**src/rtl/addr_dec_pkg.sv**
```systemverilog
package addr_dec_pkg;
  localparam int DEF_ADDR_W = 20;

  typedef struct packed {
    logic rd;
    logic wr;
  } bus_qual_t;
endpackage

```
**src/rtl/bus_qualifier.sv**
```systemverilog
module bus_qualifier
  import addr_dec_pkg::*;
(
  input  logic      as_i,
  input  logic      rd_i,
  input  logic      wr_i,
  output bus_qual_t qual_o
);
  // exactly one direction, and only inside a strobed cycle
  always_comb begin
    qual_o.rd = as_i & rd_i & ~wr_i;
    qual_o.wr = as_i & wr_i & ~rd_i;
  end

  always_comb begin
    AST_QUAL_NEEDS_STROBE: assert (as_i || !(qual_o.rd || qual_o.wr)) else $error("qualified cycle without strobe");
    AST_QUAL_CONFLICT: assert ((rd_i != wr_i) || !(qual_o.rd || qual_o.wr)) else $error("ambiguous direction qualified");
  end
endmodule

```
**src/rtl/region_match.sv**
```systemverilog
module region_match #(
  parameter int                ADDR_W    = 20,
  parameter int                SPAN_LOG2 = 18,
  parameter logic [ADDR_W-1:0] BASE      = '0
) (
  input  logic [ADDR_W-1:0] addr_i,
  output logic              hit_o
);
  localparam int TAG_W = ADDR_W - SPAN_LOG2;

  generate
    if (TAG_W > 0) begin : g_cmp
      assign hit_o = (addr_i[ADDR_W-1:SPAN_LOG2] == BASE[ADDR_W-1:SPAN_LOG2]);
    end else begin : g_all
      assign hit_o = 1'b1;
    end
  endgenerate
endmodule

```
**src/rtl/uart_reg_decode.sv**
```systemverilog
module uart_reg_decode
  import addr_dec_pkg::*;
#(
  parameter int                  REG_LOG2 = 2,
  parameter int                  NUM_REG  = 2 ** REG_LOG2,
  parameter logic [NUM_REG-1:0]  WR_ONLY  = 4'b1001
) (
  input  logic                window_hit_i,
  input  logic [REG_LOG2-1:0] index_i,
  input  bus_qual_t           qual_i,
  output logic                group_sel_o,
  output logic [NUM_REG-1:0]  reg_sel_o
);
  assign group_sel_o = window_hit_i & (qual_i.rd | qual_i.wr);

  generate
    for (genvar g = 0; g < NUM_REG; g++) begin : g_reg
      logic dir_ok;
      // write-only entries take writes, the rest take reads
      if (WR_ONLY[g]) begin : g_w
        assign dir_ok = qual_i.wr;
      end else begin : g_r
        assign dir_ok = qual_i.rd;
      end
      assign reg_sel_o[g] = window_hit_i & (index_i == REG_LOG2'(g)) & dir_ok;
    end
  endgenerate

  always_comb begin
    AST_REG_ONEHOT: assert ($onehot0(reg_sel_o)) else $error("multiple uart registers selected");
    AST_REG_IN_GROUP: assert (group_sel_o || (reg_sel_o == '0)) else $error("register select outside group");
  end
endmodule

```
**src/rtl/addr_decoder.sv**
```systemverilog
module addr_decoder
  import addr_dec_pkg::*;
#(
  parameter int                     ADDR_W        = DEF_ADDR_W,
  parameter int                     MEM_SPAN_LOG2 = 18,
  parameter logic [ADDR_W-1:0]      RAM_BASE      = 20'h00000,
  parameter logic [ADDR_W-1:0]      ROM_BASE      = 20'hC0000,
  parameter logic [ADDR_W-1:0]      UART_BASE     = 20'hBFFF0,
  parameter int                     UART_REG_LOG2 = 2,
  parameter logic [(2**UART_REG_LOG2)-1:0] UART_WR_ONLY = 4'b1001
) (
  input  logic [ADDR_W-1:0] addr_i,
  input  logic              as_i,
  input  logic              rd_i,
  input  logic              wr_i,
  output logic              ram_sel_o,
  output logic              rom_sel_o,
  output logic              uart_sel_o,
  output logic              tx_data_sel_o,
  output logic              rx_data_sel_o,
  output logic              status_sel_o,
  output logic              ctrl_sel_o
);
  localparam int UART_NREG = 2 ** UART_REG_LOG2;

  bus_qual_t             qual;
  logic                  ram_hit, rom_hit, uart_hit;
  logic [UART_NREG-1:0]  uart_reg_sel;

  bus_qualifier u_qual (
    .as_i   (as_i),
    .rd_i   (rd_i),
    .wr_i   (wr_i),
    .qual_o (qual)
  );

  region_match #(.ADDR_W(ADDR_W), .SPAN_LOG2(MEM_SPAN_LOG2), .BASE(RAM_BASE)) u_ram_hit (
    .addr_i (addr_i),
    .hit_o  (ram_hit)
  );

  region_match #(.ADDR_W(ADDR_W), .SPAN_LOG2(MEM_SPAN_LOG2), .BASE(ROM_BASE)) u_rom_hit (
    .addr_i (addr_i),
    .hit_o  (rom_hit)
  );

  region_match #(.ADDR_W(ADDR_W), .SPAN_LOG2(UART_REG_LOG2), .BASE(UART_BASE)) u_uart_hit (
    .addr_i (addr_i),
    .hit_o  (uart_hit)
  );

  uart_reg_decode #(.REG_LOG2(UART_REG_LOG2), .NUM_REG(UART_NREG), .WR_ONLY(UART_WR_ONLY)) u_uart_dec (
    .window_hit_i (uart_hit),
    .index_i      (addr_i[UART_REG_LOG2-1:0]),
    .qual_i       (qual),
    .group_sel_o  (uart_sel_o),
    .reg_sel_o    (uart_reg_sel)
  );

  assign ram_sel_o     = ram_hit & (qual.rd | qual.wr);
  assign rom_sel_o     = rom_hit & qual.rd;   // ROM ignores writes
  assign tx_data_sel_o = uart_reg_sel[0];
  assign rx_data_sel_o = uart_reg_sel[1];
  assign status_sel_o  = uart_reg_sel[2];
  assign ctrl_sel_o    = uart_reg_sel[3];

  logic [5:0] dev_sel;
  assign dev_sel = {ram_sel_o, rom_sel_o, tx_data_sel_o, rx_data_sel_o, status_sel_o, ctrl_sel_o};

  always_comb begin
    AST_NO_SEL_IDLE: assert (as_i || !(|dev_sel || uart_sel_o)) else $error("select without strobe");
    AST_ROM_READ_ONLY: assert (!rom_sel_o || (rd_i && !wr_i)) else $error("rom selected on non-read");
    AST_DIR_CONFLICT: assert ((rd_i != wr_i) || !(|dev_sel || uart_sel_o)) else $error("select on ambiguous cycle");
    AST_DEV_ONEHOT: assert ($onehot0(dev_sel)) else $error("more than one device selected");
    AST_TX_WRITE: assert (!tx_data_sel_o || wr_i) else $error("tx register selected on read");
    AST_RX_READ: assert (!rx_data_sel_o || rd_i) else $error("rx register selected on write");
    AST_STS_READ: assert (!status_sel_o || rd_i) else $error("status register selected on write");
    AST_CTL_WRITE: assert (!ctrl_sel_o || wr_i) else $error("control register selected on read");
  end
endmodule

```
**config.mk**
```make
export PLATFORM = sky130hd
export DESIGN_NAME = addr_decoder
export DESIGN_NICKNAME = d
export VERILOG_FILES = /design/src/rtl/addr_dec_pkg.sv /design/src/rtl/bus_qualifier.sv /design/src/rtl/region_match.sv /design/src/rtl/uart_reg_decode.sv /design/src/rtl/addr_decoder.sv
export SDC_FILE = /design/constraint.sdc
export NUM_CORES = 1
export LEC_CHECK = 0
export ABC_CLOCK_PERIOD_IN_PS = 2200
export BUFFER_PORTS_ARGS = -buffer_cell sky130_fd_sc_hd__buf_4
export CAP_MARGIN = 30
export CORE_AREA = 2 2 39 41
export DETAILED_ROUTE_END_ITERATION = 16
export DIE_AREA = 0 0 41 43
export PLACE_DENSITY = 0.46
export SLEW_MARGIN = 20
export SYNTH_ARGS = -nofsm -noshare
export SYNTH_HDL_FRONTEND = slang
export SYNTH_HIERARCHICAL = 1
export SYNTH_SLANG_ARGS = --single-unit
```
**constraint.sdc**
```tcl
create_clock -name vclk -period 2.2
set_clock_uncertainty 0.15 [all_clocks]
set_input_delay 0.11 -clock vclk [all_inputs]
set_output_delay 0.11 -clock vclk [all_outputs]
set_load 0.05 [all_outputs]
```
==> impl_metrics.yaml <==
die:
  fp.dieW_um: 41
  ioPinCount: 30
  dieHeight_um: 43
  core_um2: 1380
  die_area_um2: 1760
  start_util: 0.101
  rows: 14
critical_path:
  critical_path_class: "in2out"
  worstPathArrival_ns: 1.46
  start_kind: "primary input"
  crit_end: "ctrl_sel_o"
  worstPathMaxFanout: 5
  end_kind: "output port"
  cp.required_ns: 1.94
  crit_path_start: "addr_i[12]"
worst_hold_path:
  hold_path_class: "in2out"
power:
  netSwitchingPower_uw: 13.1
  clockPowerShare: 0
  p_comb_frac: 1.000
  swShare: 0.299
  seqPwrFrac: 0
  power_density_nw_per_um2: 113
  p_int_uw: 30.6
  cellLeakagePower_uw: 0.000197
  ir_drop_mv: 0.0451
synthesis:
  netlist_instances: 17
  ys_seq_area_frac: 0
  yosysWarnings: 6
  syn_area_um2: 140
  synth.net_count: 40
  synth_area_per_cell_um2: 8.24
  synth.distinct_cells: 11
job:
  drv_cap: 0
route:
  num_vias: 254
  wl_per_cell_um: 8.87
  drtIter0Drc: 1
  final_antenna_net_count: 0
  drc: 0
  drt_wl_total_um: 559
  dr.pass1.iters: 4
  via_per_inst: 4.03
global_routing:
  grt_pass1_vias: 210
  grt_usage: 0.0649
  grt_pass1_wl_um: 855
  overflow: 0
  grt_max_degree: 6
  antenna_found_initial: 0
cells_and_area:
  final_cell_mix: "30 x buf_4, 3 x nand4_1"
  synthToLayoutAreaGrowth_pct: 175
  mostFrequentLayoutCell: "buf_4"
  seq_cell_count: 0
  nNetsFinal: 72
  drive_above_1_share: 0.745
  clkbuf_count: 0
  antenna_cells: 0
  regArea_um2: 0
placed_design:
  gp_congestion: 0.601
  place_hpwl_um: 555
  io_buffers: 30
status:
  status: "complete, no violations"
sta:
  max_slew.worst_pin.slew_ns: 0.350
  grt_setup_unrepaired: "no"
  hold_viol: 0
  tns_ns: 0
  setup_viol: 0
  whs_ns: 0.461
  slew_viol_final: 0
  period_share: 0.784
  slew_headroom: 0.765
  max_freq_ghz: 0.580
  period_needed_ns: 1.72
clocking:
  holdBufCountCts: 0
  cts_resized: 0
  cts_setup_buffers: 0
==> power by group through the flow <==
stage                     clock network (µW)  logic, µW  registers, µW
after floorplan                            0       9.54              0
after global placement                     0       44.0              0
after detailed placement                   0       44.3              0
after CTS                                  0       44.3              0
after global routing                       0       47.6              0
final                                      0       43.7              0
==> cells in the mapped netlist (all sizes together) <==
cell    instances  share of area
and4b           2           0.16
nand4           3           0.13
or3             1          0.045
o21a            2           0.11
and2            2          0.089
and3b           2           0.13
and4bb          1          0.089
nor4            1          0.089
nor2            1          0.027
nand4b          1          0.063
and4            1          0.071
==> metal layers <==
layer | up-vias | track usage | routed length [µm]
met3 | 0 | 0.0105 | 71
met2 | 13 | 0.131 | 337
met1 | 106 | 0.0665 | 150
met4 | 0 | 0 | 0
met5 | - | 0 | 0
li1 | 135 | - | -
==> critical path, cell delays in order <==
cell     delay, ns
buf_4         0.07
nand4_1       0.08
or3_1         0.33
nor4_2        0.40
and4_2        0.28
buf_4         0.19
==> through the flow <==
step | power, µW | instances | setup WS, ns | utilization | cell area, µm²
floorplan | 9.54 | 17 | 0.618 | - | 140
global placement | 44.0 | 63 | 0.446 | 0.278 | 385
detailed placement | 44.3 | 63 | 0.457 | 0.278 | 385
CTS | 44.3 | 63 | 0.457 | 0.278 | 385
global route | 47.6 | 63 | 0.285 | 0.278 | 385
finish | 43.7 | 63 | 0.476 | 0.278 | 385
==> cell type report <==
class	count	area [µm²]
Fill cell	162	998
Multi-Input combinational cell	17	140
Tap cell	16	20.0
Timing Repair Buffer	30	225
==> cell families (layout without fill, tap and decap cells) <==
family	Yosys count	count (layout)	share of synthesized area
AND/OR/NAND/NOR	15	15	0.893
buffers and inverters	0	30	0
AO/OA/AOI/OAI	2	2	0.107
==> worst min path at each step <==
stage,start,to,slack [ns],cells after the start
floorplan,addr_i[18],ram_sel_o,0.35,2
global placement,addr_i[18],ram_sel_o,0.46,4
detailed placement,addr_i[18],ram_sel_o,0.46,4
CTS,addr_i[18],ram_sel_o,0.47,4
global route,addr_i[18],ram_sel_o,0.48,4
finish,addr_i[18],ram_sel_o,0.46,4
Power figures use the tool's default switching activity.
